===== src/rtl/spi_prog_pkg.sv =====
package spi_prog_pkg;

   localparam logic [3:0] OP_NONE      = 4'd0;
   localparam logic [3:0] OP_ERASE     = 4'd1;
   localparam logic [3:0] OP_PM_LOAD   = 4'd2;
   localparam logic [3:0] OP_PM_WRITE  = 4'd3;
   localparam logic [3:0] OP_EE_WRITE  = 4'd4;
   localparam logic [3:0] OP_EE_LOAD   = 4'd5;
   localparam logic [3:0] OP_EE_PGWR   = 4'd6;
   localparam logic [3:0] OP_LOCK_WR   = 4'd7;
   localparam logic [3:0] OP_PM_READ   = 4'd8;
   localparam logic [3:0] OP_EE_READ   = 4'd9;
   localparam logic [3:0] OP_LOCK_RD   = 4'd10;

   localparam logic [7:0] HDR_SYS      = 8'hAC;
   localparam logic [7:0] KEY_ENABLE   = 8'h53;

   function automatic int unsigned max2(input int unsigned a, input int unsigned b);
      return (a > b) ? a : b;
   endfunction

   function automatic logic is_strobe_op(input logic [3:0] op);
      return (op >= OP_ERASE) && (op <= OP_LOCK_WR);
   endfunction

   function automatic logic is_read_op(input logic [3:0] op);
      return (op >= OP_PM_READ) && (op <= OP_LOCK_RD);
   endfunction

endpackage


===== src/rtl/spi_prog_sync.sv =====
module spi_prog_sync #(
   parameter int         STAGES  = 2,
   parameter int         W       = 1,
   parameter logic [0:0] RST_VAL = 1'b0
) (
   input  logic         clk,
   input  logic         rst_n,
   input  logic [W-1:0] d,
   output logic [W-1:0] q
);
   logic [W-1:0] stg [STAGES];

   generate
      if (STAGES < 2) begin : g_bad
         $fatal(1, "spi_prog_sync needs at least two stages");
      end
      for (genvar s = 0; s < STAGES; s++) begin : g_stage
         always_ff @(posedge clk or negedge rst_n) begin
            if (!rst_n) stg[s] <= {W{RST_VAL}};
            else if (s == 0) stg[s] <= d;
            else stg[s] <= stg[(s == 0) ? 0 : s-1];
         end
      end
   endgenerate

   assign q = stg[STAGES-1];
endmodule


===== src/rtl/spi_prog_shifter.sv =====
module spi_prog_shifter #(
   parameter int FRAME_BYTES = 4
) (
   input  logic                     clk,
   input  logic                     rst_n,
   input  logic                     active,
   input  logic                     sck_rise,
   input  logic                     sck_fall,
   input  logic                     mosi_s,
   input  logic                     tx_load,
   input  logic [7:0]               tx_byte,
   output logic                     byte_done,
   output logic [$clog2(FRAME_BYTES)-1:0] byte_idx,
   output logic [8*FRAME_BYTES-1:0] frame,
   output logic                     miso
);
   localparam int IDX_W = $clog2(FRAME_BYTES);
   localparam int CNT_W = IDX_W + 3;

   logic [CNT_W-1:0] bit_cnt;
   logic [7:0]       rx_q;
   logic [7:0]       tx_q;
   logic [7:0]       rx_next;

   assign rx_next = {rx_q[6:0], mosi_s};

   always_ff @(posedge clk or negedge rst_n) begin
      if (!rst_n) begin
         bit_cnt   <= '0;
         rx_q      <= '0;
         tx_q      <= '0;
         frame     <= '0;
         byte_done <= 1'b0;
         byte_idx  <= '0;
         miso      <= 1'b0;
      end else if (!active) begin
         bit_cnt   <= '0;
         rx_q      <= '0;
         tx_q      <= '0;
         byte_done <= 1'b0;
         miso      <= 1'b0;
      end else begin
         byte_done <= 1'b0;
         if (sck_rise) begin
            rx_q    <= rx_next;
            bit_cnt <= bit_cnt + 1'b1;
            if (bit_cnt[2:0] == 3'd7) begin
               frame[{bit_cnt[CNT_W-1:3], 3'b000} +: 8] <= rx_next;
               byte_done <= 1'b1;
               byte_idx  <= bit_cnt[CNT_W-1:3];
            end
         end
         if (sck_fall) miso <= tx_q[7];
         if (tx_load) tx_q <= tx_byte;
         else if (sck_fall) tx_q <= {tx_q[6:0], 1'b0};
      end
   end
endmodule


===== src/rtl/spi_prog_decode.sv =====
module spi_prog_decode
   import spi_prog_pkg::*;
#(
   parameter int PM_ADDR_W = 9,
   parameter int PM_PAGE_W = 4,
   parameter int EE_ADDR_W = 6,
   parameter int EE_PAGE_W = 2,
   parameter int LOCK_W    = 6,
   parameter int ADDR_W    = 9
) (
   input  logic [7:0]        b0,
   input  logic [7:0]        b1,
   input  logic [7:0]        b2,
   input  logic [7:0]        b3,
   output logic [3:0]        op,
   output logic              hi,
   output logic              is_enable,
   output logic [ADDR_W-1:0] addr,
   output logic [7:0]        data
);
   localparam logic [15:0] PM_M    = 16'((32'd1 << PM_ADDR_W) - 1);
   localparam logic [15:0] PM_PG_M = 16'((32'd1 << PM_PAGE_W) - 1);
   localparam logic [15:0] EE_M    = 16'((32'd1 << EE_ADDR_W) - 1);
   localparam logic [15:0] EE_PG_M = 16'((32'd1 << EE_PAGE_W) - 1);
   localparam logic [7:0]  LOCK_M  = 8'((32'd1 << LOCK_W) - 1);

   logic [15:0] a16;
   logic [15:0] pm_word;
   logic [15:0] b2w;

   assign pm_word = {b1, b2} & PM_M;
   assign b2w     = {8'h00, b2};

   always_comb begin
      op        = OP_NONE;
      hi        = 1'b0;
      is_enable = 1'b0;
      a16       = '0;
      data      = b3;
      if (b0 == HDR_SYS) begin
         if (b1 == KEY_ENABLE) begin
            is_enable = 1'b1;
         end else if (b1[7:5] == 3'b100) begin
            op = OP_ERASE;
         end else if (b1[7:5] == 3'b111 && (b3 | LOCK_M) == 8'hFF) begin
            op   = OP_LOCK_WR;
            data = b3 & LOCK_M;
         end
      end else if ({b0[7:4], b0[2:0]} == 7'b0010_000) begin
         op  = OP_PM_READ;
         hi  = b0[3];
         a16 = pm_word;
      end else if (b0 == 8'h4C) begin
         op  = OP_PM_WRITE;
         a16 = pm_word & ~PM_PG_M;
      end else if ({b0[7:4], b0[2:0]} == 7'b0100_000) begin
         op  = OP_PM_LOAD;
         hi  = b0[3];
         a16 = b2w & PM_PG_M;
      end else begin
         unique case (b0)
            8'hA0: begin op = OP_EE_READ;  a16 = b2w & EE_M;            end
            8'hC0: begin op = OP_EE_WRITE; a16 = b2w & EE_M;            end
            8'hC1: begin op = OP_EE_LOAD;  a16 = b2w & EE_PG_M;         end
            8'hC2: begin op = OP_EE_PGWR;  a16 = b2w & EE_M & ~EE_PG_M; end
            8'h58: begin op = OP_LOCK_RD;                               end
            default: ;
         endcase
      end
   end

   assign addr = a16[ADDR_W-1:0];
endmodule


===== src/rtl/spi_prog_target.sv =====
module spi_prog_target
   import spi_prog_pkg::*;
#(
   parameter int SYNC_STAGES = 2,
   parameter int PM_ADDR_W   = 9,
   parameter int PM_PAGE_W   = 4,
   parameter int EE_ADDR_W   = 6,
   parameter int EE_PAGE_W   = 2,
   parameter int LOCK_W      = 6,
   localparam int ADDR_W     = int'(max2(PM_ADDR_W, EE_ADDR_W))
) (
   input  logic              clk,
   input  logic              rst_n,
   input  logic              prog_rst_n,
   input  logic              sck,
   input  logic              mosi,
   output logic              miso,
   output logic              cmd_valid,
   output logic [3:0]        cmd_op,
   output logic              cmd_hi,
   output logic [ADDR_W-1:0] cmd_addr,
   output logic [7:0]        cmd_data,
   output logic              rd_req,
   output logic [3:0]        rd_op,
   output logic              rd_hi,
   output logic [ADDR_W-1:0] rd_addr,
   input  logic [7:0]        mem_rdata,
   input  logic              mem_busy
);
   localparam int         FRAME_BYTES = 4;
   localparam int         IDX_W       = $clog2(FRAME_BYTES);
   localparam logic [7:0] LOCK_FILL   = ~8'((32'd1 << LOCK_W) - 1);

   generate
      if (PM_ADDR_W > 16 || PM_ADDR_W <= PM_PAGE_W || PM_PAGE_W > 8 || PM_PAGE_W < 1) begin : g_chk_pm
         $fatal(1, "program memory address or page width out of range");
      end
      if (EE_ADDR_W > 8 || EE_ADDR_W <= EE_PAGE_W || EE_PAGE_W < 1) begin : g_chk_ee
         $fatal(1, "EEPROM address or page width out of range");
      end
      if (LOCK_W < 1 || LOCK_W > 7) begin : g_chk_lock
         $fatal(1, "lock width must leave marker bits in the data byte");
      end
   endgenerate

   logic [1:0] sd_raw, sd_s;
   logic       prst_s;
   logic       sck_s, mosi_s, sck_d;
   logic       active, sck_rise, sck_fall;

   assign sd_raw = {sck, mosi};

   spi_prog_sync #(.STAGES(SYNC_STAGES), .W(2), .RST_VAL(1'b0)) u_sync_data (
      .clk(clk), .rst_n(rst_n), .d(sd_raw), .q(sd_s)
   );
   spi_prog_sync #(.STAGES(SYNC_STAGES), .W(1), .RST_VAL(1'b1)) u_sync_rst (
      .clk(clk), .rst_n(rst_n), .d(prog_rst_n), .q(prst_s)
   );

   assign sck_s  = sd_s[1];
   assign mosi_s = sd_s[0];
   assign active = ~prst_s;

   always_ff @(posedge clk or negedge rst_n) begin
      if (!rst_n) sck_d <= 1'b0;
      else        sck_d <= sck_s;
   end

   assign sck_rise = active & sck_s & ~sck_d;
   assign sck_fall = active & ~sck_s & sck_d;

   logic                          byte_done;
   logic [IDX_W-1:0]              byte_idx;
   logic [8*FRAME_BYTES-1:0]      frame;
   logic                          tx_load;
   logic [7:0]                    tx_byte;

   spi_prog_shifter #(.FRAME_BYTES(FRAME_BYTES)) u_shift (
      .clk(clk), .rst_n(rst_n), .active(active),
      .sck_rise(sck_rise), .sck_fall(sck_fall), .mosi_s(mosi_s),
      .tx_load(tx_load), .tx_byte(tx_byte),
      .byte_done(byte_done), .byte_idx(byte_idx), .frame(frame), .miso(miso)
   );

   logic [3:0]        dec_op;
   logic              dec_hi, dec_en;
   logic [ADDR_W-1:0] dec_addr;
   logic [7:0]        dec_data;

   spi_prog_decode #(
      .PM_ADDR_W(PM_ADDR_W), .PM_PAGE_W(PM_PAGE_W),
      .EE_ADDR_W(EE_ADDR_W), .EE_PAGE_W(EE_PAGE_W),
      .LOCK_W(LOCK_W), .ADDR_W(ADDR_W)
   ) u_dec (
      .b0(frame[7:0]), .b1(frame[15:8]), .b2(frame[23:16]), .b3(frame[31:24]),
      .op(dec_op), .hi(dec_hi), .is_enable(dec_en), .addr(dec_addr), .data(dec_data)
   );

   logic en_q;
   logic rd_pend, rd_pend_lock;
   logic frame_end, addr_end;

   assign frame_end = byte_done && (byte_idx == IDX_W'(FRAME_BYTES-1));
   assign addr_end  = byte_done && (byte_idx == IDX_W'(FRAME_BYTES-2));

   assign rd_req  = active && addr_end && en_q && is_read_op(dec_op);
   assign rd_op   = dec_op;
   assign rd_hi   = dec_hi;
   assign rd_addr = dec_addr;

   always_ff @(posedge clk or negedge rst_n) begin
      if (!rst_n) begin
         en_q         <= 1'b0;
         cmd_valid    <= 1'b0;
         cmd_op       <= OP_NONE;
         cmd_hi       <= 1'b0;
         cmd_addr     <= '0;
         cmd_data     <= '0;
         rd_pend      <= 1'b0;
         rd_pend_lock <= 1'b0;
      end else if (!active) begin
         en_q      <= 1'b0;
         cmd_valid <= 1'b0;
         rd_pend   <= 1'b0;
      end else begin
         cmd_valid    <= 1'b0;
         rd_pend      <= rd_req;
         rd_pend_lock <= (dec_op == OP_LOCK_RD);
         if (frame_end) begin
            if (dec_en) begin
               en_q <= 1'b1;
            end else if (en_q && is_strobe_op(dec_op) && !mem_busy) begin
               cmd_valid <= 1'b1;
               cmd_op    <= dec_op;
               cmd_hi    <= dec_hi;
               cmd_addr  <= dec_addr;
               cmd_data  <= dec_data;
            end
         end
      end
   end

   assign tx_load = rd_pend || (byte_done && !rd_req);
   assign tx_byte = rd_pend ? (rd_pend_lock ? (mem_rdata | LOCK_FILL) : mem_rdata)
                            : frame[{byte_idx, 3'b000} +: 8];
endmodule


===== config.mk =====
export PLATFORM = sky130hd
export DESIGN_NAME = spi_prog_target
export DESIGN_NICKNAME = d
export VERILOG_FILES = /design/src/rtl/spi_prog_pkg.sv /design/src/rtl/spi_prog_sync.sv /design/src/rtl/spi_prog_shifter.sv /design/src/rtl/spi_prog_decode.sv /design/src/rtl/spi_prog_target.sv
export SDC_FILE = /design/constraint.sdc
export NUM_CORES = 1
export LEC_CHECK = 0
export BUFFER_PORTS_ARGS = -buffer_cell sky130_fd_sc_hd__buf_2
export CAP_MARGIN = 20
export CORE_MARGIN = 10
export CORE_UTILIZATION = 45
export CTS_CLUSTER_SIZE = 14
export DETAILED_ROUTE_END_ITERATION = 10
export GPL_TIMING_DRIVEN = 0
export PLACE_DENSITY_LB_ADDON = 0.15
export SYNTH_ARGS = -nofsm -noshare
export SYNTH_HDL_FRONTEND = slang
export SYNTH_SLANG_ARGS = --single-unit

===== constraint.sdc =====
create_clock -name clk -period 2.5 [get_ports clk]
set_clock_uncertainty 0.1 [all_clocks]
set_input_delay 0.125 -clock clk [delete_from_list [all_inputs] [get_ports clk]]
set_output_delay 0.125 -clock clk [all_outputs]
set_load 0.05 [all_outputs]

; ---- Word level (Yosys, flattened, before mapping)
; Cells that the tools add are included.
[word_totals]
wordCells = 123
reg_bits = 89
out_inout_bits = 39
[classes]
add_sub_neg = 2
bitwise = 8
muxes = 46
shift = 3
eq_ne = 17
n_lt_le_gt_ge = 4
reduce_logical = 23
[op_table]
columns = cell, n
row1 = $mux W8, 9
row2 = $eq A8 B8 Y1 const B, 5
row3 = $bwmux W32, 1
row4 = $shift A8 B7 Y32 const A, 1
row5 = $shiftx A32 B6 Y8, 1
row6 = $shiftx A8 B7 Y32, 1
row7 = $mux W9, 3
row8 = $eq A8 B7 Y1 const B, 3
row9 = $mux W4, 6
row10 = $pmux W4 S5, 1
row11 = $mux W1, 19
row12 = $pmux W6 S3, 1
row13 = $mux W7, 2
row14 = $logic_and A1 B1 Y1, 11
row15 = $mux W5, 2
row16 = $eq A3 B3 Y1 const B, 3
row17 = $reduce_bool A2 Y1, 4
row18 = $eq A7 B5 Y1 const B, 1
row19 = $eq A7 B6 Y1 const B, 1
row20 = $neg A5 Y7, 1
row21 = $eq A2 B2 Y1 const B, 3
row22 = $mux W6, 1
row23 = $add A5 B1 Y5 const B, 1
row24 = $and A1 B1 Y1, 4
row25 = 14 further kinds, 18

; ---- Logic depth before layout (Yosys ltp)
[depth]
word_depth = 14
mapped_depth = 8

; ---- By module
; Synthesis repeated with hierarchy kept, for this count alone.
[unflattened]
cells_unflattened = 398
area_unflattened_um2 = 4583.1
[by_module_without_submodules]
columns = mod, instances, area_per_inst_um2, seq_area_each_um2, cells_per_inst
row1 = spi_prog_shifter, 1, 2469.9, 1401.3, 231
row2 = spi_prog_target, 1, 1442.6, 675.6, 93
row3 = spi_prog_decode, 1, 503.0, 0.0, 66
row4 = spi_prog_sync at u_sync_data, 1, 115.1, 100.1, 6
row5 = spi_prog_sync at u_sync_rst, 1, 52.6, 52.6, 2

; ---- Worst setup path before layout
; Ideal clock, no wire load.
[synth_timing]
path_kind = flip-flop to flip-flop
start = register u_shift.frame[1]
end = register cmd_hi
synth_period_minus_slack_ns = 2.944
path_slack_ns = -0.444
path_stages_with_launch = 6
setup_time_ns = 0.072
arrival_time_ns = 2.772
path_buffers = 1
cell_sequence = dfrtp_1 buf_8 or2_4 or3_2 a211oi_1 mux2_4
[synth_rtl]
columns = element, line_no
row1 = from (decl), spi_prog_shifter.sv:14  ; output logic [8*FRAME_BYTES-1:0] frame,
row2 = "from (signal, indexed assignment)", spi_prog_shifter.sv:48  ; frame[{bit_cnt[CNT_W-1:3], 3'b000} +: 8] <= rx_next;
row3 = $eq A7 B6 Y1, spi_prog_decode.sv:56  ; end else if ({b0[7:4], b0[2:0]} == 7'b0100_000) begin
row4 = $mux W1, spi_prog_decode.sv:56
row5 = $mux W1, spi_prog_decode.sv:53  ; end else if (b0 == 8'h4C) begin
row6 = $mux W1, spi_prog_decode.sv:49  ; end else if ({b0[7:4], b0[2:0]} == 7'b0010_000) begin
row7 = $mux W1 (*), spi_prog_decode.sv:40  ; if (b0 == HDR_SYS) begin
row8 = net rd_hi, spi_prog_target.sv:25  ; output logic rd_hi,
row9 = to (signal assigned), spi_prog_target.sv:135  ; cmd_hi <= dec_hi;
row10 = to (decl), spi_prog_target.sv:20  ; output logic cmd_hi,
; Mark *: on every way through the listed nets, which the timed path passes. The rest lies on a longest branch.
; A chain may end at the register's enable or synchronous reset.

; ---- Final worst setup path
[layout_timing]
start = register u_shift.frame[3]
end = output rd_op[1]
[layout_between]
elab_chain_cells = 6
[layout_lines]
columns = element, line_no
row1 = $eq A8 B7 Y1 / $eq A8 B8 Y1 (equally long branches), spi_prog_decode.sv:61  ; unique case (b0)
row2 = $pmux W4 S5, spi_prog_decode.sv:61
row3 = $mux W4, spi_prog_decode.sv:56
row4 = $mux W4, spi_prog_decode.sv:53
row5 = $mux W4, spi_prog_decode.sv:49
row6 = $mux W4 (*), spi_prog_decode.sv:40
row7 = to (decl), spi_prog_target.sv:24  ; output logic [3:0] rd_op,
; Every way passes the cells marked *; elsewhere a longest branch is shown, timed or not.

==> insert_results.sql <==
INSERT INTO impl_metrics (metric_group, metric, value, unit) VALUES
('clocking', 'h-tree-depth', '3', ''),
('logic_synthesis', 'yosys_register_bits', '89', ''),
('logic_synthesis', 'yosys.cell_count.top_type', 'sky130_fd_sc_hd__nand2_1', ''),
('sta', 'finalWorstPathRequiredPeriod', '2.44', 'ns'),
('logic_synthesis', 'synth.top_cells.by_count', 'sky130_fd_sc_hd__nand2_1, sky130_fd_sc_hd__dfrtp_1, sky130_fd_sc_hd__o21ai_0', ''),
('floorplanning', 'core.rowCount', '36', ''),
('detailed_routing', 'wire_length_per_cell', '17.4', 'µm'),
('detailed_routing', 'met2RoutedLength', '5100', 'µm'),
('hold_path', 'holdCritPathClass', 'in -> async', ''),
('global_route', 'grt_pass1_wl', '17900', 'µm'),
('floorplanning', 'die_h', '120', 'µm'),
('place', 'dp_slack', '0.0704', 'ns'),
('global_route', 'grt_start_max_net_pins', '54', ''),
('floorplanning', 'core_area', '9730', 'µm²'),
('sta', 'timing.slew.headroom', '26.5', '%'),
('power', 'powerDensity', '520', 'nW/µm²'),
('floorplanning', 'die_w', '120', 'µm'),
('floorplanning', 'io_pins', '53', ''),
('detailed_routing', 'dr_wl_met3', '623', 'µm'),
('sta', 'grt_setup_unrepaired', 'yes', ''),
('logic_synthesis', 'synth_cell_types', '69', ''),
('sta', 'final.setup.worst_slack', '0.0561', 'ns'),
('run_status', 'result_of_the_run', 'complete, no violations', ''),
('final_layout', 'fraction_of_layout_instances_using_a_drive_strength_above_1', '30.1', '%'),
('clocking', 'tritoncts', 'built', ''),
('logic_synthesis', 'yosysWarningCount', '0', ''),
('final_layout', 'nNetsFinal', '518', ''),
('global_route', 'track_usage', '15.5', '%'),
('logic_synthesis', 'synth_largest_area_cell', 'sky130_fd_sc_hd__dfrtp_1', ''),
('logic_synthesis', 'synthTopCellsByArea', 'sky130_fd_sc_hd__dfrtp_1, sky130_fd_sc_hd__nand2_1, sky130_fd_sc_hd__mux2_4', ''),
('place', 'dp_cells', '600', ''),
('global_route', 'antenna_violations_before_repair', '0', ''),
('clocking', 'cts_buffers', '9', ''),
('detailed_routing', 'detailedRoute.firstIterationViolations', '201', ''),
('sta', 'tightestPinTransition', '1.10', 'ns'),
('power', 'power', '2.88', 'mW'),
('sta', 'fin_crit_share', '97.8', '%'),
('detailed_routing', 'vias_per_cell', '5.34', ''),
('final_layout', 'areaGrowthSynthToFinish', '23.8', '%'),
('global_route', 'globalRouteOverflowTotal', '0', ''),
('place', 'port_buffers', '52', ''),
('logic_synthesis', 'synthArstFlopShare', '100', '%'),
('floorplanning', 'area_of_the_die', '14300', 'µm²'),
('final_layout', 'filler_cell_count', '871', ''),
('detailed_routing', 'ant_nets', '0', ''),
('run', 'maxCapViolCount', '0', ''),
('logic_synthesis', 'synth_fp_nets', '435', ''),
('worst_setup_path', 'critPathArrivalTime', '2.22', 'ns'),
('floorplanning', 'floorplan.initialDensity', '45.9', '%'),
('worst_setup_path', 'max_fo_critical_path', '6', ''),
('clocking', 'root_buffer_cell', 'sky130_fd_sc_hd__clkbuf_8', ''),
('detailed_routing', 'post-route-drc-count', '0', ''),
('logic_synthesis', 'number_of_flops_mapped_to_enable_cells_by_yosys', '0', ''),
('detailed_routing', 'vias', '3390', ''),
('worst_setup_path', 'critPathLaunchType', 'flop', ''),
('clocking', 'cts.path.max_buffers', '2', ''),
('logic_synthesis', 'synthesis.area', '4470', 'µm²'),
('power', 'vdd.ir_drop.worst', '0.327', 'mV'),
('detailed_routing', 'top_layer_used', 'met4', ''),
('global_route', 'first_global_vias', '3352', ''),
('logic_synthesis', 'yosys_most_used_dff', 'sky130_fd_sc_hd__dfrtp_1', ''),
('final_layout', 'finalNonFillerCells', '635', ''),
('sta', 'timing.fmax', '0.409', 'GHz'),
('sta', 'hold_violations', '0', ''),
('sta', 'total_count_of_max_transition_violations_in_the_final_report', '0', ''),
('final_layout', 'antennaDiodeCount', '0', ''),
('logic_synthesis', 'synthesized_instance_count', '414', ''),
('logic_synthesis', 'post-synth-top-area-fraction', '48.8', '%'),
('sta', 'setup_viol_count_final', '0', ''),
('clocking', 'cts.clk_slew.worst_paths', '0.10', 'ns'),
('clocking', 'clock_latency_of_the_later_clocked_register_in_the_worst_skew_pair', '0.36', 'ns');
layout make-up:
cell class | count | area [µm²] | area share [%]
Clock buffer | 9 | 124 | 2.24
Timing Repair Buffer | 73 | 526 | 9.50
Tap cell | 133 | 166 | 3.01
Inverter | 10 | 37.5 | 0.679
Multi-Input combinational cell | 294 | 2130 | 38.5
Clock inverter | 7 | 146 | 2.65
Buffer | 20 | 169 | 3.05
Sequential cell | 89 | 2230 | 40.3
flip-flops by register name (all words and copies together) (netlist names):
name	count
cmd_addr	9
cmd_data	8
cmd_hi	1
cmd_op	4
cmd_valid	1
en_q	1
rd_pend	1
rd_pend_lock	1
sck_d	1
u_shift.bit_cnt	5
u_shift.byte_done	1
u_shift.byte_idx	2
u_shift.frame	32
u_shift.miso	1
u_shift.rx_q	7
u_shift.tx_q	8
u_sync_data.q	2
u_sync_data.stg	2
u_sync_rst.q	1
u_sync_rst.stg	1
through the flow:
stage | hold WS (ns) | area, µm² | setup TNS, ns | utilization, %
after CTS | 0.151 | 5440 | -0.0337 | 55.9
final | 0.163 | 5530 | 0 | 56.8
after floorplan | -0.271 | 4470 | 0 | -
after global placement | 0.130 | 4900 | 0 | 50.3
after global routing | 0.149 | 5530 | -0.124 | 56.8
after detailed placement | 0.0220 | 4930 | 0 | 50.6
cell usage in the layout (no fill, tap or decap), types with 3 or more instances in the layout:
cell type	count
sky130_fd_sc_hd__a2111oi_0	3
sky130_fd_sc_hd__dfrtp_1	86
sky130_fd_sc_hd__buf_4	15
sky130_fd_sc_hd__clkbuf_1	9
sky130_fd_sc_hd__mux2_4	16
sky130_fd_sc_hd__mux2i_1	6
sky130_fd_sc_hd__buf_6	8
sky130_fd_sc_hd__mux2_2	3
sky130_fd_sc_hd__nand3b_1	4
sky130_fd_sc_hd__nand3_1	4
sky130_fd_sc_hd__ha_1	7
sky130_fd_sc_hd__bufinv_16	4
sky130_fd_sc_hd__clkbuf_8	9
sky130_fd_sc_hd__nand2b_1	5
sky130_fd_sc_hd__nor3b_1	3
sky130_fd_sc_hd__dlygate4sd3_1	12
sky130_fd_sc_hd__mux4_2	7
sky130_fd_sc_hd__inv_1	10
sky130_fd_sc_hd__buf_2	42
sky130_fd_sc_hd__o221ai_1	4
sky130_fd_sc_hd__and2_1	6
sky130_fd_sc_hd__nor2_1	16
sky130_fd_sc_hd__o21ai_0	37
sky130_fd_sc_hd__buf_8	4
sky130_fd_sc_hd__xnor2_1	3
sky130_fd_sc_hd__a21oi_1	11
sky130_fd_sc_hd__nor2b_1	3
sky130_fd_sc_hd__and2_2	3
sky130_fd_sc_hd__inv_6	3
sky130_fd_sc_hd__nand2_1	96
sky130_fd_sc_hd__nand4_1	3
per-layer routing:
| layer | vias up | track usage (%) |
|---|---|---|
| met5 | - | 0 |
| met4 | 0 | 4.60 |
| met3 | 14 | 4.22 |
| met2 | 74 | 23.8 |
| met1 | 1680 | 21.0 |
| li1 | 1622 | - |
power breakdown:
| part | switching [mW] | total (mW) | internal [mW] |
|---|---|---|---|
| Combinational | 0.0570 | 0.0918 | 0.0348 |
| Sequential | 0.0119 | 1.46 | 1.45 |
| Clock | 0.547 | 1.32 | 0.776 |
worst max-delay path: stages, from the launching register on:
cell and delay, ns:
sky130_fd_sc_hd__dfrtp_1 0.38, sky130_fd_sc_hd__buf_6 0.12, sky130_fd_sc_hd__or4b_4 0.58, sky130_fd_sc_hd__or4b_4 0.51, sky130_fd_sc_hd__nand3_4 0.11, sky130_fd_sc_hd__buf_8 0.15
final timing paths:
path / start / to / slack [ns] / depth (start not counted)
max: u_shift.frame[3] / rd_op[1] / 0.06 / 5
min: rst_n / cmd_op[1] / 0.16 / 2
max reg2reg: u_shift.bit_cnt[3] / u_shift.frame[0] / 0.10 / 5
min reg2reg: u_sync_data.stg[3] / u_sync_data.q[1] / 0.25 / 0
max in group asynchronous: rst_n / u_sync_rst.q / 1.44 / 3
min in group clk: mem_busy / cmd_op[2] / 0.17 / 5
cell families (layout without fill, tap and decap cells):
logic type                 after synthesis  in the layout  share of synthesized area [%]
DFF                                     89             89                           49.9
xor gates and xnor gates                 3              3                          0.589
adders and majority gates                8              8                           2.19
buffers and inverters                   31            119                           4.59
and+or+nand+nor                        177            177                           20.4
AOI/OAI and AO/OA                       73             73                           10.7
muxes                                   33             33                           11.6
timing repair:
item | CTS | global route
gates cloned | 0 | 0
endpoints found under the setup margin | 10 | 33
endpoints found under the hold margin | 47 | 0
pin swaps | 4 | 2
buffers inserted | 4 | 4
gates resized for setup | 26 | 14
hold buffers | 12 | 0
Note: power is estimated with default switching activity, not from simulation.
